--- config.mk ---
export PLATFORM = sky130hd
export DESIGN_NAME = scl_clkgen
export DESIGN_NICKNAME = d
export VERILOG_FILES = /design/src/rtl/scl_div_pkg.sv /design/src/rtl/scl_sync_chain.sv /design/src/rtl/scl_prescaler.sv /design/src/rtl/scl_phase_fsm.sv /design/src/rtl/scl_clkgen.sv
export SDC_FILE = /design/constraint.sdc
export NUM_CORES = 1
export LEC_CHECK = 0
export ABC_CLOCK_PERIOD_IN_PS = 1300
export BUFFER_PORTS_ARGS = -buffer_cell sky130_fd_sc_hd__buf_2
export CAP_MARGIN = 10
export CORE_ASPECT_RATIO = 0.7
export CORE_MARGIN = 2
export CORE_UTILIZATION = 55
export CTS_BUF_LIST = sky130_fd_sc_hd__clkbuf_2 sky130_fd_sc_hd__clkbuf_4 sky130_fd_sc_hd__clkbuf_8
export DETAILED_ROUTE_END_ITERATION = 8
export GPL_TIMING_DRIVEN = 1
export PLACE_DENSITY = 0.76
export RECOVER_POWER = 100
export SKIP_CTS_REPAIR_TIMING = 1
export SYNTH_ARGS = -nofsm -noshare
export SYNTH_HDL_FRONTEND = slang
export SYNTH_SLANG_ARGS = --single-unit
--- constraint.sdc ---
create_clock -name clk -period 1.3 [get_ports clk]
set_input_delay 0.13 -clock clk [delete_from_list [all_inputs] [get_ports clk]]
set_output_delay 0.13 -clock clk [all_outputs]
set_load 0.02 [all_outputs]
--- src/rtl/scl_div_pkg.sv ---
package scl_div_pkg;
  localparam int CDF_W     = 2;
  localparam int SCGD_W    = 6;
  localparam int BASE_HALF = 10;
  localparam int STEP_HALF = 4;
  localparam int HALF_MAX  = BASE_HALF + STEP_HALF * ((1 << SCGD_W) - 1);
  localparam int CNT_W     = $clog2(HALF_MAX + 1);

  typedef struct packed {
    logic [SCGD_W-1:0] ext;
    logic [CDF_W-1:0]  pre;
  } ccr_t;

  localparam int CCR_W = $bits(ccr_t);

  typedef enum logic [1:0] {
    PH_IDLE,
    PH_LOW,
    PH_WAIT,
    PH_HIGH
  } phase_e;
endpackage

--- src/rtl/scl_sync_chain.sv ---
module scl_sync_chain #(
  parameter int   STAGES  = 2,
  parameter logic RST_VAL = 1'b0
) (
  input  logic clk,
  input  logic rst_n,
  input  logic d,
  output logic q
);
  logic [STAGES-1:0] sh_q;
  logic [STAGES-1:0] sh_d;

  for (genvar g = 0; g < STAGES; g++) begin : g_stage
    if (g == 0) begin : g_first
      assign sh_d[g] = d;
    end else begin : g_next
      assign sh_d[g] = sh_q[g-1];
    end
  end

  always_ff @(posedge clk or negedge rst_n) begin
    if (!rst_n) sh_q <= {STAGES{RST_VAL}};
    else        sh_q <= sh_d;
  end

  assign q = sh_q[STAGES-1];
endmodule

--- src/rtl/scl_prescaler.sv ---
module scl_prescaler
  import scl_div_pkg::*;
(
  input  logic             clk,
  input  logic             rst_n,
  input  logic             clear,
  input  logic             run,
  input  logic [CDF_W-1:0] pre,
  output logic             tick
);
  logic [CDF_W-1:0] cnt_q;
  logic [CDF_W-1:0] cnt_d;

  assign tick = run && (cnt_q >= pre);

  always_comb begin
    cnt_d = cnt_q;
    if (clear || !run) cnt_d = '0;
    else if (tick)     cnt_d = '0;
    else               cnt_d = cnt_q + 1'b1;
  end

  always_ff @(posedge clk or negedge rst_n) begin
    if (!rst_n) cnt_q <= '0;
    else        cnt_q <= cnt_d;
  end
endmodule

--- src/rtl/scl_phase_fsm.sv ---
module scl_phase_fsm
  import scl_div_pkg::*;
(
  input  logic             clk,
  input  logic             rst_n,
  input  logic             en,
  input  ccr_t             ccr,
  input  logic             scl_hi,
  input  logic             tick,
  output logic             pre_clear,
  output logic             pre_run,
  output logic [CDF_W-1:0] pre,
  output logic             scl_low_en,
  output logic             shift_stb,
  output logic             sample_stb
);
  phase_e           state_q, state_d;
  logic [CNT_W-1:0] cnt_q, cnt_d;
  ccr_t             cfg_q;
  logic             cfg_load;
  logic             shift_q, shift_d;
  logic             sample_q, sample_d;
  logic [CNT_W-1:0] half_last;

  assign half_last = CNT_W'(BASE_HALF - 1) + CNT_W'(STEP_HALF) * CNT_W'(cfg_q.ext);

  always_comb begin
    state_d = state_q;
    cnt_d   = cnt_q;
    unique case (state_q)
      PH_IDLE: if (en) state_d = PH_LOW;
      PH_LOW: begin
        if (tick) begin
          if (cnt_q >= half_last) state_d = PH_WAIT;
          else                    cnt_d   = cnt_q + 1'b1;
        end
      end
      PH_WAIT: if (scl_hi) state_d = PH_HIGH;
      PH_HIGH: begin
        if (tick) begin
          if (cnt_q >= half_last) state_d = PH_LOW;
          else                    cnt_d   = cnt_q + 1'b1;
        end
      end
      default: state_d = PH_IDLE;
    endcase
    if (!en) state_d = PH_IDLE;
    if (state_d != state_q) cnt_d = '0;
    cfg_load = (state_d == PH_LOW) && (state_q != PH_LOW);
    shift_d  = cfg_load;
    sample_d = (state_d == PH_HIGH) && (state_q != PH_HIGH);
  end

  always_ff @(posedge clk or negedge rst_n) begin
    if (!rst_n) begin
      state_q  <= PH_IDLE;
      cnt_q    <= '0;
      shift_q  <= 1'b0;
      sample_q <= 1'b0;
    end else begin
      state_q  <= state_d;
      cnt_q    <= cnt_d;
      shift_q  <= shift_d;
      sample_q <= sample_d;
    end
  end

  always_ff @(posedge clk or negedge rst_n) begin
    if (!rst_n)        cfg_q <= '0;
    else if (cfg_load) cfg_q <= ccr;
  end

  assign pre_clear  = (state_d != state_q);
  assign pre_run    = (state_q == PH_LOW) || (state_q == PH_HIGH);
  assign pre        = cfg_q.pre;
  assign scl_low_en = (state_q == PH_LOW);
  assign shift_stb  = shift_q;
  assign sample_stb = sample_q;
endmodule

--- src/rtl/scl_clkgen.sv ---
module scl_clkgen
  import scl_div_pkg::*;
#(
  parameter int SYNC_STAGES = 2
) (
  input  logic                           clk,
  input  logic                           rst_n,
  input  logic                           en,
  input  logic [scl_div_pkg::CCR_W-1:0]  ccr,
  input  logic                           scl_in,
  output logic                           scl_low_en,
  output logic                           shift_stb,
  output logic                           sample_stb
);
  logic             rst_n_int;
  logic             scl_hi;
  logic             tick;
  logic             pre_clear;
  logic             pre_run;
  logic [CDF_W-1:0] pre;

  scl_sync_chain #(.STAGES(2), .RST_VAL(1'b0)) u_rst_sync (
    .clk   (clk),
    .rst_n (rst_n),
    .d     (1'b1),
    .q     (rst_n_int)
  );

  scl_sync_chain #(.STAGES(SYNC_STAGES), .RST_VAL(1'b0)) u_scl_sync (
    .clk   (clk),
    .rst_n (rst_n_int),
    .d     (scl_in),
    .q     (scl_hi)
  );

  scl_prescaler u_pre (
    .clk   (clk),
    .rst_n (rst_n_int),
    .clear (pre_clear),
    .run   (pre_run),
    .pre   (pre),
    .tick  (tick)
  );

  scl_phase_fsm u_fsm (
    .clk        (clk),
    .rst_n      (rst_n_int),
    .en         (en),
    .ccr        (ccr_t'(ccr)),
    .scl_hi     (scl_hi),
    .tick       (tick),
    .pre_clear  (pre_clear),
    .pre_run    (pre_run),
    .pre        (pre),
    .scl_low_en (scl_low_en),
    .shift_stb  (shift_stb),
    .sample_stb (sample_stb)
  );
endmodule

== After elaboration in Yosys (flattened, before gate mapping) ==
Index checks and enable logic that the tools add are counted.
Operators by class
  mux-type cells: 13
  $add $sub $neg: 3
  $lt $le $gt $ge: 2
  reduce and logical (&&, ||, !) cells: 11
  equal/unequal tests: 9
Operators with widths (count)
  $mux W9: 4
  $mux W2: 8
  $add A4 B8 Y9 const A: 1
  $add A9 B1 Y9 const B: 1
  $ge A9 B9 Y1: 1
  $pmux W2 S4: 1
  $eq A2 B2 Y1 const B: 3
  $eq A2 B1 Y1 const B: 2
  $ne A2 B2 Y1 const B: 2
  $reduce_bool A2 Y1: 2
  $logic_and A1 B1 Y1: 3
  $reduce_and A3 Y1: 1
  $add A2 B1 Y2 const B: 1
  $ge A2 B2 Y1: 1
  $logic_not A2 Y1: 1
  $logic_or A1 B1 Y1: 2
  $ne A2 B1 Y1 const B: 1
  $ne A2 B2 Y1: 1
  $reduce_or A2 Y1: 1
  $logic_not A1 Y1: 1
Word-level totals
  register bits after elaboration: 27
  bits of input ports: 12
  word-level logic and storage cells: 47
  output and inout bits: 3

== Longest topological paths before layout ==
Gate-level depths: netlist of the first run.
  depth after elaboration: 9
  mapped depth: 9

== Cells and area by module ==
A second synthesis of the first run with hierarchy kept.
Unflattened totals
  cells, all modules: 210
  area, all modules: 1850.5 µm²
By module, submodules not included
  scl_phase_fsm: sequential area each 525.5 µm², times used 1, cells each 191, area each 1610.3 µm²
  scl_prescaler: sequential area each 50.0 µm², times used 1, cells each 14, area each 136.4 µm²
  scl_sync_chain: sequential area each 50.0 µm², times used 2, cells each 2, area each 50.0 µm²
  scl_clkgen: sequential area each 0.0 µm², times used 1, cells each 1, area each 3.8 µm²

== Least setup slack after synthesis of the first run ==
No wires, ideal clock.
  kind: reg-to-reg
  from: register u_fsm.cfg_q[3] in the netlist's numbering
  to: register u_fsm.cfg_q[2] in the netlist's numbering
  arrival: 2.315 ns
  cell stages (with the launch flop): 10
  slack: -1.140 ns
  setup time: 0.125 ns
  required time: 1.175 ns
  buffers on the path: 0
  cells stage by stage: dfrtp_1 ha_1 nand3_1 xor2_1 ha_1 nand2_1 o21ai_0 nor2_2 o22ai_4 mux2_2
On the way
  word-level cells in the longest chain between the ends: 8
  elaborated cells between the ends (all ways): 10
  those cells by class: 1 x add/sub; 1 x order compare; 1 x eq/ne; 6 x mux; 1 x reduce/logical
RTL lines
  start, declared: line scl_phase_fsm.sv:19  | ccr_t cfg_q;
  start signal, assigned: line scl_phase_fsm.sv:70  | else if (cfg_load) cfg_q <= ccr;
  $add A4 B8 Y9 (*): line scl_phase_fsm.sv:25  | assign half_last = CNT_W'(BASE_HALF - 1) + CNT_W'(STEP_HALF) * CNT_W'(cfg_q.ext);
  $ge A9 B9 Y1 (*): line scl_phase_fsm.sv:34, scl_phase_fsm.sv:41
  $mux W2 (on tied branches): line scl_phase_fsm.sv:41, scl_phase_fsm.sv:34
  $mux W2 (on tied branches): line scl_phase_fsm.sv:40, scl_phase_fsm.sv:33
  $pmux W2 S4 (*): line scl_phase_fsm.sv:30  | unique case (state_q)
  $mux W2 (*): line scl_phase_fsm.sv:47  | if (!en) state_d = PH_IDLE;
  $eq A2 B1 Y1 (*): line scl_phase_fsm.sv:49  | cfg_load = (state_d == PH_LOW) && (state_q != PH_LOW);
  $logic_and A1 B1 Y1 (*): line scl_phase_fsm.sv:49
  net u_fsm.cfg_load: line scl_phase_fsm.sv:20  | logic cfg_load;
Mark *: on every way through the listed nets, which the timed path passes. The rest lies on a longest branch.
A chain may end at the register's enable or synchronous reset.

== Final worst setup path of the first run ==
  from: register u_fsm.cfg_q[3] in the netlist's numbering
  to: register u_fsm.cnt_q[5]
On the way
  word-level cells in the longest chain between the ends: 9
  elaborated cells between the ends (all ways): 14
  those cells by class: 1 x add/sub; 1 x order compare; 2 x eq/ne; 7 x mux; 3 x reduce/logical
RTL lines
  $add A4 B8 Y9 (*): line scl_phase_fsm.sv:25
  $ge A9 B9 Y1 (*): line scl_phase_fsm.sv:34, scl_phase_fsm.sv:41
  $mux W2 (on tied branches): line scl_phase_fsm.sv:41, scl_phase_fsm.sv:34
  $mux W2 (on tied branches): line scl_phase_fsm.sv:40, scl_phase_fsm.sv:33
  $pmux W2 S4: line scl_phase_fsm.sv:30
  $mux W2: line scl_phase_fsm.sv:47
  $ne A2 B2 Y1: line scl_phase_fsm.sv:48  | if (state_d != state_q) cnt_d = '0;
  $ne A2 B2 Y1 (no source line) or $reduce_bool A2 Y1 (tied branches)
  $reduce_and A3 Y1 (no source line)
  end signal, assigned: line scl_phase_fsm.sv:62  | cnt_q <= cnt_d;
  end, declared: line scl_phase_fsm.sv:18  | logic [CNT_W-1:0] cnt_q, cnt_d;
Every way passes the cells marked *; elsewhere a longest branch is shown, timed or not.

==> results of run 1 <==
[through the flow]
step	instances	setup TNS, ns	power (W)	util, %
CTS	221	-20.70	0.00193	76.7
detailed placement	217	-20.16	0.00146	74.8
finish	225	-20.82	0.00206	82.0
floorplan	139	-16.58	0.00125	-
global placement	217	-18.59	0.00143	74.8
global route	225	-22.73	0.00216	82.0
[registers in the layout, summed over array words and instances (netlist names), 2 cells and up]
name / flops
u_fsm.pre: 2
u_pre.cnt_q: 2
u_scl_sync.sh_q: 2
u_fsm.state_q: 2
u_rst_sync.sh_q: 2
u_fsm.cfg_q: 6
u_fsm.cnt_q: 9
[cell families (layout without fill, tap and decap cells)]
group | count (synthesis) | in the layout | synth area share (%)
compound gates | 31 | 32 | 15.0
xor+xnor | 5 | 5 | 2.98
fa+ha+maj | 12 | 12 | 10.2
buf+inv | 11 | 62 | 2.90
flops | 27 | 27 | 46.0
mux | 8 | 8 | 6.14
other cells | 1 | 1 | 0.256
simple gates | 44 | 44 | 16.5
[cell type report]
type | instances | area [um2]
Fill cell | 145 | 450
Timing Repair Buffer | 49 | 334
Sequential cell | 27 | 676
Tap cell | 34 | 42.5
Inverter | 9 | 33.8
Clock buffer | 3 | 41.3
Multi-Input combinational cell | 102 | 913
Clock inverter | 1 | 5.00
[synthesized netlist by cell type, drive strengths merged (2+ instances only)]
library cell  count
or3               6
a22o              2
inv               9
and3              3
nand3             6
nand2b            2
nor2              6
a21oi             9
or4               3
o21ai            10
dfrtp            27
o22ai             2
nand4             3
nor3              2
nand2             8
xor2              2
mux2              8
ha               12
xnor2             3
nor2b             3
[path summary, 6_finish.rpt]
check                                             startpoint                          to  slack [ns]
max in group asynchronous       u_rst_sync.sh_q[1]$_DFF_PN0_  u_fsm.state_q[0]$_DFF_PN0_        0.42
worst min-delay path                                  ccr[5]  u_fsm.cfg_q[5]$_DFFE_PN0P_        0.08
worst max register to register    u_fsm.cfg_q[3]$_DFFE_PN0P_  u_fsm.cnt_q[5]$_DFFE_PN0P_       -1.17
worst max-delay path              u_fsm.cfg_q[3]$_DFFE_PN0P_  u_fsm.cnt_q[5]$_DFFE_PN0P_       -1.17
min in group asynchronous       u_rst_sync.sh_q[1]$_DFF_PN0_  u_fsm.cnt_q[8]$_DFFE_PN0P_        0.13
worst min register to register  u_rst_sync.sh_q[1]$_DFF_PN0_  u_fsm.cnt_q[8]$_DFFE_PN0P_        0.13
[power by group]
group | total, W | switching, W | internal, W
registers | 0.000956 | 0.0000558 | 0.000900
logic | 0.000616 | 0.000295 | 0.000321
clock network | 0.000490 | 0.000275 | 0.000215
[metal layers]
| layer | vias up | routed length [um] |
|---|---|---|
| met5 | - | 0 |
| met4 | 0 | 79 |
| met3 | 13 | 294 |
| met2 | 53 | 1970 |
| met1 | 641 | 1700 |
| li1 | 612 | - |
==> summary.md, run 1 <==
| Metric | Value |
|---|---|
| Worst hold path cell count | `2` |
| Inserted Diodes | `0` |
| Leading area contributor after synthesis | `dfrtp_1` |
| Failing checks | `negative setup slack` |
| Leakage Power | `0.941 nW` |
| Commonest non-fill, non-tap cell in the layout | `buf_4` |
| Setup ws final | `-1.17 ns` |
| Rel. slew slack | `66.0%` |
| TritonCTS Sinks | `27` |
| Area after DPL | `0.00187 mm2` |
| Met2 global-route usage | `40.0%` |
| # IOs | `15` |
| Worst Hold Class | `in2reg` |
| Synth area leaders | `dfrtp_1 (46%), ha_1 (10%), mux2_2 (6.1%)` |
| Total track usage | `23.1%` |
| CP bufs+invs | `2` |
| Final net count | `216` |
| WL/cell | `18.0 um` |
| Met3 Track Usage GR | `6.47%` |
| Crit path cell chain | `ha_4 > inv_2 > ha_4 > a211oi_4 > a221oi_4 > buf_4 > or3_1 > or4_1 > o21ai_1` |
| Remaining global-route overflow | `0` |
| Post-Syn Area | `about 0.0015 mm2` |
| Setup crit end kind | `flop` |
| Hold_ws | `about 0.075 ns` |
| Die width | `65.7 um` |
| Critical path data required time | `1.51 ns` |
| Site Rows | `15` |
| Synth unique cells | `35` |
| Skew-Pair Late Insertion Delay | `0.28 ns` |
| Max Slew Vio Count | `0` |
| Mean Syn Cell Area | `10.6 um2` |
| Syn Nets | `163` |
| Crit path max-delay family | `simple AND/OR/NAND/NOR gates` |
| Actual slew at the worst max-slew pin | `0.505 ns` |
| Max cap viols | `0` |
| Largest net degree at the start of global routing | `19` |
| Setup violators final | `21` |
| Die area | `0.00310 mm2` |
| Number of global-route vias before repair | `1209` |
| Global-route layer with the greatest usage | `met2` |
| GRT met1 Usage | `between 20% and 30%` |
| Clock transition at path regs | `0.10 ns` |
| Antenna violations before repair | `0` |
| Vias | `1319` |
| Max Freq | `406 MHz` |
| Post-route antenna net violation count | `0` |
| RSZ-0062 raised after global routing | `true` |
| FFs w/ async S/R, synth | `100%` |
| Commonest cells after routing, fill and taps aside | `buf_4 (31), dfrtp_1 (27), ha_1 (10), buf_2 (10)` |
| Area grow syn2layout | `39.4%` |
| Maximum fanout along the worst path | `4` |
| CTS Root Cell | `clkbuf_8` |
| Fraction of layout cells with a size suffix above 1 | `41.4%` |
| Post-synthesis sequential area ratio | `between 40% and 50%` |
| WL final | `a little over 4000 um` |
| Crit-path max cell delay | `around 0.44 ns` |
| Critical Path AT | `2.67 ns` |
| Initial core utilization | `58.8%` |
| Worst Reg-to-Reg Cells | `9` |
| Htree depth | `1` |
| Clock Skew | `0.00985 ns` |
| Max IR drop VDD | `0.000545 V` |
| Slowest CP cell | `dfrtp_1` |
| EDFF count, synth | `0` |
| Power per cell area | `1010 mW/mm2` |
| Fin. Hold Viols | `0` |
| Synth Warn # | `0` |
| Global-route wire length before repair | `5260 um` |
| Post-Syn Instances | `139` |
| CTS tree | `done` |
| Run status | `finished with violations` |
| Final Cell Area | `0.00205 mm2` |
| First-pass detailed-route iteration total | `4` |
| DR DRC count | `0` |
| Most frequent CP cell | `ha_4` |
| Critical path class | `reg2reg` |
| Ys flop type | `dfrtp_1` |
| Vias per cell | `5.86` |
| CTS Buffer Depth | `2` |
| Post-DP HPWL | `2530 um` |
| Die height | `between 40 and 50 um` |
| TritonCTS Buffers | `3` |
| Post-route clock period utilization | `190%` |
| Final GP Congestion | `0.821` |
| Core Area | `0.00250 mm2` |
| Crit path launch type | `flop` |
| Synth Register Bits | `27` |
| Dpl ws | `-1.12 ns` |
| Synth top area share | `46.0%` |
| Period minus WS final | `between 2 and 2.5 ns` |
| Initial DRC count | `88` |
| CP Depth | `9` |
| Port bufs | `14` |
Power figures use the tool's default switching activity.
==> run 2, diff against run 1 <==
--- a/config.mk
+++ b/config.mk
@@ -11,12 +11,13 @@
 export CORE_ASPECT_RATIO = 0.7
 export CORE_MARGIN = 2
 export CORE_UTILIZATION = 55
-export CTS_BUF_LIST = sky130_fd_sc_hd__clkbuf_2 sky130_fd_sc_hd__clkbuf_4 sky130_fd_sc_hd__clkbuf_8
+export CTS_BUF_LIST = sky130_fd_sc_hd__clkbuf_4
 export DETAILED_ROUTE_END_ITERATION = 8
 export GPL_TIMING_DRIVEN = 1
-export PLACE_DENSITY = 0.76
+export PLACE_DENSITY = 0.75
 export RECOVER_POWER = 100
 export SKIP_CTS_REPAIR_TIMING = 1
 export SYNTH_ARGS = -nofsm -noshare
 export SYNTH_HDL_FRONTEND = slang
+export SYNTH_HIERARCHICAL = 1
 export SYNTH_SLANG_ARGS = --single-unit
==> summary.md, run 2 <==
| Metric | Value |
|---|---|
| Run status | `finished with violations` |
| Failing checks | `negative setup slack` |
| RR Startpoint | `u_fsm/cfg_q[4]$_DFFE_PN0P_` |
| Top-count cell post-synth | `a21oi_1` |
| Core Area | `0.00319 mm2` |
| Mean Syn Cell Area | `between 8 and 9 um2` |
| RR Endpoint | `u_fsm/cnt_q[8]$_DFFE_PN0P_` |
| CTS Buffer Depth | `2` |
| EDFF count, synth | `0` |
| RSZ-0062 raised after global routing | `true` |
| Clock Skew | `0.00469 ns` |
| Ys flop type | `dfrtp_1` |
| Setup crit end kind | `flop` |
| Max IR drop VDD | `0.000655 V` |
| Placed insts | `294` |
| Htree depth | `1` |
| Synth top area share | `around 37%` |
| Initial core utilization | `58.0%` |
| Synth area leaders | `dfrtp_1 (37%), ha_1 (8.1%), a21oi_1 (7.6%)` |
| Final net count | `293` |
| CTS tree | `done` |
| Final GP Congestion | `0.873` |
| FFs w/ async S/R, synth | `100%` |
| Vias | `roughly 1900` |
| Maximum fanout along the worst path | `5` |
| Final cell count without fillers | `just over 300` |
| Max reg flops | `9` |
| Site Rows | `17` |
| Antenna violations before repair | `0` |
| # IOs | `15` |
| Die width | `73.3 um` |
| DR DRC count | `0` |
| Setup violators final | `23` |
| Synth Register Bits | `27` |
| CP bufs+invs | `2` |
| Post-DP HPWL | `3670 um` |
| Vias per cell | `6.11` |
| Global-route wire length before repair | `just over 8000 um` |
| TritonCTS Buffers | `3` |
| Max Freq | `about 430 MHz` |
| Period minus WS final | `2.34 ns` |
| Inserted Diodes | `0` |
| Crit path max-delay family | `compound AO/OA/AOI/OAI gates` |
| Post-Syn Area | `approximately 0.0019 mm2` |
| Max Slew Vio Count | `0` |
| Power per cell area | `a little over 800 mW/mm2` |
| Total track usage | `28.6%` |
| Die height | `52.5 um` |
| Actual slew at the worst max-slew pin | `0.662 ns` |
| Leakage Power | `~1.1 nW` |
| First-pass detailed-route iteration total | `4` |
| Dpl ws | `-0.981 ns` |
| Port bufs | `14` |
| Worst reg-to-reg setup slack | `-1.04 ns` |
| Skew-Pair Late Insertion Delay | `0.35 ns` |
| Die area | `0.00385 mm2` |
| Critical path data required time | `around 1.5 ns` |
| Final Cell Area | `0.00255 mm2` |
| Area grow syn2layout | `38.0%` |
| Worst Hold Class | `in2async` |
| Post-route antenna net violation count | `0` |
| TritonCTS Sinks | `27` |
| Synth Warn # | `6` |
| Post-Syn Instances | `210` |
| Hold_ws | `0.0677 ns` |
| Largest net degree at the start of global routing | `26` |
| Largest regs | `u_fsm/cnt_q x9, u_fsm/cfg_q x6` |
| Remaining global-route overflow | `0` |
| WL/cell | `about 18 um` |
| Initial DRC count | `125` |
| Area after DPL | `0.00233 mm2` |
| Post-synthesis sequential area ratio | `between 30% and 40%` |
| Critical Path AT | `2.58 ns` |
| Crit path launch type | `flop` |
| Synth unique cells | `43` |
| Setup ws final | `-1.04 ns` |
| Crit path cell chain | `ha_4 > nand3_2 > xor2_1 > ha_1 > nand4_1 > a221oi_4 > buf_12 > nor3_4 > buf_4 > a21oi_1 > o22ai_1` |
| Fraction of layout cells with a size suffix above 1 | `~40%` |
| WL final | `about 5600 um` |
| Clock transition at path regs | `0.15 ns` |
| Reg with most FFs | `u_fsm/cnt_q` |
| Worst Reg-to-Reg Cells | `11` |
| Syn Nets | `234` |
| Number of global-route vias before repair | `1724` |
| Fin. Hold Viols | `0` |
| Crit-path max cell delay | `0.45 ns` |
| Commonest cells after routing, fill and taps aside | `buf_4 (41), dfrtp_1 (27), a21oi_2 (16), inv_1 (14)` |
| Leading area contributor after synthesis | `dfrtp_1` |
| Critical path class | `reg2reg` |
| Rel. slew slack | `a little under three fifths` |
| CTS Root Cell | `clkbuf_4` |
| Max cap viols | `0` |
| Post-route clock period utilization | `180%` |
| Slowest CP cell | `dfrtp_1` |
| Commonest non-fill, non-tap cell in the layout | `buf_4` |
| Top cells by count, synth | `a21oi_1 (28), dfrtp_1 (27), inv_1 (15), nand2_1 (14), nor2_1 (14)` |
| Fill count | `188` |
## run 2: kinds of logic after synthesis
group	count (synthesis)	share of synthesized area [%]
mux	4	2.16
flops	27	36.5
other cells	1	0.203
buf+inv	29	6.96
simple gates	66	19.9
fa+ha+maj	12	8.11
compound gates	66	23.7
xor+xnor	5	2.37
## run 2: metal layers
layer  up-vias  global-route usage (%)  part of all wire (%)
met5         -                       0                     0
met2        83                    48.0                    49
met4         0                    9.09                   2.8
li1        868                       -                     -
met1       904                    37.2                    43
met3        16                    5.96                   5.6
## run 2: worst max-delay path by stage
stage,startpoint,slack [ns],end,depth (start not counted)
after floorplan,u_fsm/cfg_q[3]$_DFFE_PN0P_,-0.81,u_pre/cnt_q[0]$_DFF_PN0_,9
after global placement,u_fsm/cfg_q[4]$_DFFE_PN0P_,-0.84,u_fsm/cfg_q[4]$_DFFE_PN0P_,8
after detailed placement,u_fsm/cfg_q[4]$_DFFE_PN0P_,-0.98,u_fsm/cfg_q[4]$_DFFE_PN0P_,8
after CTS,u_fsm/cfg_q[4]$_DFFE_PN0P_,-0.99,u_fsm/cfg_q[4]$_DFFE_PN0P_,8
after global routing,u_fsm/cfg_q[4]$_DFFE_PN0P_,-1.12,u_fsm/cnt_q[6]$_DFFE_PN0P_,10
final,u_fsm/cfg_q[4]$_DFFE_PN0P_,-1.04,u_fsm/cnt_q[8]$_DFFE_PN0P_,11
## run 2: layout make-up
class	count	area, um2	area share, %
sequential	27	676	26.5
tap	38	47.5	1.86
inverter	16	60.1	2.35
multi-input combinational	155	1230	48.2
clock buffer	4	30.0	1.18
timing repair buffer	66	509	19.9
## run 2: where the power goes
part	switching, W	internal, W	leakage [nW]	total (W)
logic	0.000380	0.000365	0.746	0.000745
registers	0.0000542	0.000896	0.348	0.000950
clock network	0.000272	0.000142	0.0184	0.000414
## run 2: worst reg2reg max path, cell delays in order, from the launching register on
cell,delay [ns]
dfrtp_1,0.45
ha_4,0.17
nand3_2,0.08
xor2_1,0.17
ha_1,0.30
nand4_1,0.14
a221oi_4,0.25
buf_12,0.16
nor3_4,0.04
buf_4,0.19
a21oi_1,0.16
o22ai_1,0.12
## run 2: stage by stage
stage          util (%)  power, W  setup TNS (ns)
6_report           80.0   0.00211          -20.74
3_5_place_dp       72.9   0.00162          -19.53
4_1_cts            73.9   0.00202          -20.24
2_1_floorplan         -   0.00137          -15.55
3_3_place_gp       72.9   0.00157          -16.95
5_1_grt            80.0   0.00222          -22.91
